### src/rtl/wram_bank_pkg.sv
package wram_bank_pkg;
   typedef enum logic [1:0] {
      VAR_SINGLE = 2'd0,
      VAR_DUAL   = 2'd1,
      VAR_QUAD   = 2'd2,
      VAR_HIGH   = 2'd3
   } wram_variant_e;

   typedef struct packed {
      logic ce0;
      logic ce1;
      logic batt;
   } ram_en_t;
endpackage

### src/rtl/wram_serial_loader.sv
module wram_serial_loader #(
   parameter int ADDR_W   = 16,
   parameter int REG_BITS = 5,
   parameter int WIN_BITS = 3,
   parameter logic [WIN_BITS-1:0] WIN_CODE = 3'b101
) (
   input  logic                clk,
   input  logic                rst_n,
   input  logic [ADDR_W-1:0]   addr,
   input  logic                d0,
   input  logic                d7,
   input  logic                wr,
   output logic [REG_BITS-1:0] value
);
   localparam int CNT_W = $clog2(REG_BITS + 1);
   localparam logic [CNT_W-1:0] LAST = CNT_W'(REG_BITS - 1);

   if (REG_BITS < 2)        begin : g_bad_bits $error("REG_BITS must be at least 2"); end
   if (WIN_BITS > ADDR_W)   begin : g_bad_win  $error("WIN_BITS exceeds ADDR_W"); end

   logic                hit;
   logic [CNT_W-1:0]    cnt;
   logic [REG_BITS-1:0] sr;

   assign hit = wr && (addr[ADDR_W-1 -: WIN_BITS] == WIN_CODE);

   always_ff @(posedge clk) begin
      if (!rst_n) begin
         cnt   <= '0;
         sr    <= '0;
         value <= '0;
      end else if (hit) begin
         if (d7) begin
            cnt <= '0;
            sr  <= '0;
         end else if (cnt == LAST) begin
            value <= {d0, sr[REG_BITS-1:1]};
            sr    <= '0;
            cnt   <= '0;
         end else begin
            sr  <= {d0, sr[REG_BITS-1:1]};
            cnt <= cnt + 1'b1;
         end
      end
   end

   AST_CNT_RANGE: assert property (@(posedge clk) disable iff (!rst_n)
      cnt <= LAST);
   AST_COMMIT_FIFTH: assert property (@(posedge clk) disable iff (!rst_n)
      !$stable(value) |-> $past(hit && !d7 && cnt == LAST));
   AST_ABORT_CLEARS: assert property (@(posedge clk) disable iff (!rst_n)
      (hit && d7) |=> (cnt == '0 && $stable(value)));
   AST_MISS_HOLDS: assert property (@(posedge clk) disable iff (!rst_n)
      !hit |=> ($stable(cnt) && $stable(value)));
endmodule

### src/rtl/wram_router.sv
module wram_router
   import wram_bank_pkg::*;
#(
   parameter int REG_BITS     = 5,
   parameter int AHI_W        = 2,
   parameter int DUAL_SEL_BIT = 3,
   parameter int QUAD_LO_BIT  = 2,
   parameter int HIGH_SEL_BIT = 4
) (
   input  logic                clk,
   input  logic                rst_n,
   input  logic [REG_BITS-1:0] value,
   input  logic                win,
   input  wram_variant_e       var_sel,
   output logic [AHI_W-1:0]    ahi,
   output ram_en_t             en
);
   if (QUAD_LO_BIT + AHI_W > REG_BITS) begin : g_bad_quad $error("quad field out of range"); end
   if (DUAL_SEL_BIT >= REG_BITS)       begin : g_bad_dual $error("dual select out of range"); end
   if (HIGH_SEL_BIT >= REG_BITS)       begin : g_bad_high $error("high select out of range"); end
   if (AHI_W < 1)                      begin : g_bad_ahi  $error("AHI_W must be positive"); end

   logic [AHI_W-1:0] ahi_quad;
   logic [AHI_W-1:0] ahi_high;
   logic             dual_sel;

   for (genvar i = 0; i < AHI_W; i++) begin : g_quad
      assign ahi_quad[i] = value[QUAD_LO_BIT + i];
   end

   if (AHI_W > 1) begin : g_high_wide
      assign ahi_high = {{(AHI_W-1){1'b0}}, value[HIGH_SEL_BIT]};
   end else begin : g_high_narrow
      assign ahi_high = value[HIGH_SEL_BIT];
   end

   assign dual_sel = value[DUAL_SEL_BIT];

   always_comb begin
      ahi     = '0;
      en.ce0  = win;
      en.ce1  = 1'b0;
      en.batt = win;
      unique case (var_sel)
         VAR_SINGLE: ahi = '0;
         VAR_DUAL: begin
            en.ce0  = win & ~dual_sel;
            en.ce1  = win &  dual_sel;
            en.batt = win &  dual_sel;
         end
         VAR_QUAD: ahi = ahi_quad;
         VAR_HIGH: ahi = ahi_high;
         default:  ahi = '0;
      endcase
   end

   AST_CE_EXCL: assert property (@(posedge clk) disable iff (!rst_n)
      !(en.ce0 && en.ce1));
   AST_CE_WINDOW: assert property (@(posedge clk) disable iff (!rst_n)
      !win |-> (!en.ce0 && !en.ce1 && !en.batt));
   AST_DUAL_BATT: assert property (@(posedge clk) disable iff (!rst_n)
      (var_sel == VAR_DUAL && en.ce0) |-> !en.batt);
   AST_SINGLE_AHI: assert property (@(posedge clk) disable iff (!rst_n)
      (var_sel == VAR_SINGLE) |-> (ahi == '0));
endmodule

### src/rtl/wram_bank_ctrl.sv
module wram_bank_ctrl
   import wram_bank_pkg::*;
#(
   parameter int ADDR_W       = 16,
   parameter int REG_BITS     = 5,
   parameter int WIN_BITS     = 3,
   parameter logic [WIN_BITS-1:0] WIN_CODE = 3'b101,
   parameter int AHI_W        = 2,
   parameter int DUAL_SEL_BIT = 3,
   parameter int QUAD_LO_BIT  = 2,
   parameter int HIGH_SEL_BIT = 4
) (
   input  logic              clk,
   input  logic              rst_n,
   input  logic [ADDR_W-1:0] cpu_addr,
   input  logic              cpu_d0,
   input  logic              cpu_d7,
   input  logic              cpu_wr,
   input  logic              ram_win,
   input  logic [1:0]        variant,
   output logic [AHI_W-1:0]  ram_ahi,
   output logic              ram_ce0,
   output logic              ram_ce1,
   output logic              ram_batt
);
   logic [REG_BITS-1:0] bank_num;
   ram_en_t             en;
   wram_variant_e       var_sel;

   assign var_sel = wram_variant_e'(variant);

   wram_serial_loader #(
      .ADDR_W(ADDR_W), .REG_BITS(REG_BITS), .WIN_BITS(WIN_BITS), .WIN_CODE(WIN_CODE)
   ) i_loader (
      .clk(clk), .rst_n(rst_n), .addr(cpu_addr), .d0(cpu_d0), .d7(cpu_d7),
      .wr(cpu_wr), .value(bank_num)
   );

   wram_router #(
      .REG_BITS(REG_BITS), .AHI_W(AHI_W), .DUAL_SEL_BIT(DUAL_SEL_BIT),
      .QUAD_LO_BIT(QUAD_LO_BIT), .HIGH_SEL_BIT(HIGH_SEL_BIT)
   ) i_router (
      .clk(clk), .rst_n(rst_n), .value(bank_num), .win(ram_win),
      .var_sel(var_sel), .ahi(ram_ahi), .en(en)
   );

   assign ram_ce0  = en.ce0;
   assign ram_ce1  = en.ce1;
   assign ram_batt = en.batt;

   AST_RESET_BANK0: assert property (@(posedge clk)
      !rst_n |=> (bank_num == '0));
endmodule

### config.mk
export PLATFORM = sky130hd
export DESIGN_NAME = wram_bank_ctrl
export DESIGN_NICKNAME = d
export VERILOG_FILES = /design/src/rtl/wram_bank_pkg.sv /design/src/rtl/wram_serial_loader.sv /design/src/rtl/wram_router.sv /design/src/rtl/wram_bank_ctrl.sv
export SDC_FILE = /design/constraint.sdc
export NUM_CORES = 1
export LEC_CHECK = 0
export BUFFER_PORTS_ARGS = -buffer_cell sky130_fd_sc_hd__buf_2
export CAP_MARGIN = 0
export CORE_MARGIN = 3
export CORE_UTILIZATION = 30
export DETAILED_ROUTE_END_ITERATION = 10
export HOLD_SLACK_MARGIN = 0.03
export PLACE_DENSITY_LB_ADDON = 0.08
export SETUP_SLACK_MARGIN = 0.15
export SLEW_MARGIN = 20
export SYNTH_ARGS = -nofsm -noshare
export SYNTH_HDL_FRONTEND = slang
export SYNTH_SLANG_ARGS = --single-unit
### constraint.sdc
create_clock -name clk -period 1 [get_ports clk]
set_input_delay 0.15 -clock clk [delete_from_list [all_inputs] [get_ports clk]]
set_output_delay 0.15 -clock clk [all_outputs]
set_load 0.005 [all_outputs]
==> run_results.csv <==
group,metric,value,unit
placement,dp.cells,84,
placement,gp_congestion,0.678,
finish,nets,102,
global_route,grt_pass1_vias,399,
worst_hold_path,hold_class,"in2reg",
detailed_routing,drt_wl_total,1020,um
synth,synth_compound_area_share,14.5,%
floorplanning,num_io_pins,29,
synth,synth-async-reset-ratio,0,%
placement,dp_hpwl,760,um
clock_network,clkSinkCount,8,
power_and_ir_drop,design_power_total,639,uW
synth,synth_nets,77,
synth,synthTopCellsByArea,"dfxtp_1 (35%), a21boi_0 (9.9%), nand2_1 (9.9%)",
timing,slew_headroom,82.9,%
synth,yosys_register_bits,8,
synth,synthTopCellsByCount,"nand2_1 (12), dfxtp_1 (8), a21boi_0 (6)",
synth,synth_cell_type_count,19,
detailed_routing,dr.first_iter.drc_count,7,
clock_network,hold_buffers,0,
synth,synthAdderAreaFrac,5.48,%
critical_path,required,1.17,ns
critical_path,worstSetupStartpointType,"flop",
synth,synth_top_area_cell,"dfxtp_1",
synth,synth_top_family_by_area,"simple AND/OR/NAND/NOR gates",
synth,yosys_warnings,0,
clock_network,cts.path.max_buffers,2,
status,failed_checks,"setup timing",
floorplanning,die_h,45.0,um
critical_path,crit_slowest_cell,"dfxtp_2",
power_and_ir_drop,p_per_area,975,mW/mm^2
detailed_routing,num_vias,448,
global_route,grt-ovfl-total,0,
synth,avgSynthCellArea,8.95,um^2
synth,synth_xor_area_share,0,%
detailed_routing,first_pass_iters,4,
global_route,track_usage,11.3,%
critical_path,cp-end-kind,"flop",
critical_path,critPathArrivalTime,1.27,ns
finish,antenna_cells,0,
finish,area_growth,43.6,%
synth,post-synth-top-count-cell,"nand2_1",
synth,synth-seq-area-share,35.1,%
clock_network,cts_made_buffers,3,
synth,dominantRegCellSynth,"dfxtp_1",
timing,rsz0062_at_grt,"yes",
placement,port_buffers,15,
detailed_routing,ant_nets,0,
placement,detailed_place.area,598,um^2
finish,fin_util,48.0,%
status,status,"finished, violations left",
synth,synth_area,457,um^2
floorplanning,die_area,0.00203,mm^2
clock_network,cts_root_buf,"clkbuf_4",
floorplanning,coreArea,0.00137,mm^2
synth,synth.top_cell.area_share,35.1,%
finish,layout-drive-gt1-share,52.7,%
power_and_ir_drop,power.leakage,0.278,nW
timing,slew_viol_final,0,
floorplanning,rows,13,
clock_network,clkLatencyLatePin,0.25,ns
timing,min_period,1.09,ns
finish,layout.cells.non_filler,89,
placement,dp_slack,-0.141,ns
clock_network,cts_tree,"done",
synth,synth-edff-count,0,
clock_network,htree_levels,1,
critical_path,cp_max_fo,3,
global_route,grt_pass1_wl,1700,um
timing,setup_viol,10,
synth,syn_inst,51,
flow_run,cap_violations,0,
floorplanning,initial_utilization,33.4,%
synth,synth_mux_area_share,8.77,%
timing,fmax,915,MHz
timing,tightest_slew,0.253,ns
timing,worst_slack,-0.0934,ns
finish,final_design_area_no_fill,656,um^2
detailed_routing,wl_per_cell,11.5,um
critical_path,path_cells,"inv_2, ha_4, nand2_4, nor3_4, mux2i_1",
timing,period_share,109,%
clock_network,path_clk_slew,0.05,ns
global_route,antenna_found_initial,0,
critical_path,crit_type,"reg2reg",
detailed_routing,routed_via_density,5.03,
timing,fin_skew,0.00288,ns
detailed_routing,route.detailed.drc,0,
critical_path,max_stage_delay,0.33,ns
synth,synth-simple-area-share,32.9,%
global_route,grt_start_max_net_pins,13,
floorplanning,die_w,45.0,um
timing,hold_viol,0,
power_and_ir_drop,peakVddDrop,0.000770,V
## per-stage QoR
stage | hold WS (ns) | setup TNS, ns
3_3_place_gp | 0.427 | -0.554
3_5_place_dp | 0.425 | -0.619
6_report | 0.168 | -0.587
5_1_grt | 0.163 | -1.25
2_1_floorplan | 0.250 | -0.202
4_1_cts | 0.163 | -0.577
## repair_timing
action	4_1_cts	5_1_grt
buffers inserted	2	0
gates resized for setup	5	3
endpoints found under the setup margin	13	13
pin swaps	4	0
endpoints found under the hold margin	0	0
## worst max-delay path, delay by kind of cell, from the launching register on
family	cells	cell delay, ns
adders and majority gates	1	0.15
muxes	1	0.22
buffers and inverters	1	0.07
DFF	1	0.33
and+or+nand+nor	2	0.25
## worst paths after layout
kind	slack, ns	endpoint	cells after the start	start
worst max-delay path	-0.09	i_loader.value[2]	5	i_loader.cnt[0]
worst min-delay path	0.17	i_loader.value[4]	3	cpu_d0
worst max register to register	-0.09	i_loader.value[2]	5	i_loader.cnt[0]
worst min register to register	0.46	i_loader.sr[3]	2	i_loader.sr[3]
## state kept, by name, indices dropped and copies added (netlist names)
signal,flops
i_loader.value,3
i_loader.sr,2
i_loader.cnt,3
## layout make-up
type / count / area (um^2)
clock buffer: 3 / 22.5
fill: 140 / 711
inverter: 3 / 11.3
multi-input combinational: 39 / 319
sequential: 8 / 164
tap: 15 / 18.8
timing repair buffer: 21 / 120
## per-layer routing
metal | vias to the layer above | wire length, um | global-route usage (%)
met1 | 198 | 436 | 13.9
li1 | 232 | - | -
met3 | 0 | 80 | 3.98
met4 | 0 | 0 | 3.51
met2 | 18 | 508 | 18.4
met5 | - | 0 | 0
## where the power goes
group	switching [mW]	internal (mW)	total (mW)
Clock	0.100	0.137	0.237
Combinational	0.0401	0.0401	0.0802
Sequential	0.00114	0.321	0.322
## kinds of logic (layout without fill, tap and decap cells)
| logic type | after synthesis | count (layout) |
|---|---|---|
| compound gates | 9 | 9 |
| flops | 8 | 8 |
| fa+ha+maj | 2 | 2 |
| mux | 4 | 4 |
| buf+inv | 4 | 27 |
| simple gates | 24 | 24 |
## cells in the final DEF, fill, tap and decap left out, drive strengths merged
| cell | Yosys | routed |
|---|---|---|
| buf | 0 | 21 |
| a21oi | 1 | 1 |
| inv | 3 | 3 |
| nor3 | 2 | 2 |
| nor3b | 1 | 1 |
| nand4b | 1 | 1 |
| and3 | 1 | 1 |
| o41ai | 1 | 1 |
| dfxtp | 8 | 8 |
| clkbuf | 1 | 3 |
| mux2i | 4 | 4 |
| o211ai | 1 | 1 |
| nand3b | 1 | 1 |
| a21boi | 6 | 6 |
| nor2b | 2 | 2 |
| ha | 2 | 2 |
| nand3 | 3 | 3 |
| nand2 | 12 | 12 |
| and4b | 1 | 1 |
Note: power is estimated with default switching activity, not from simulation.
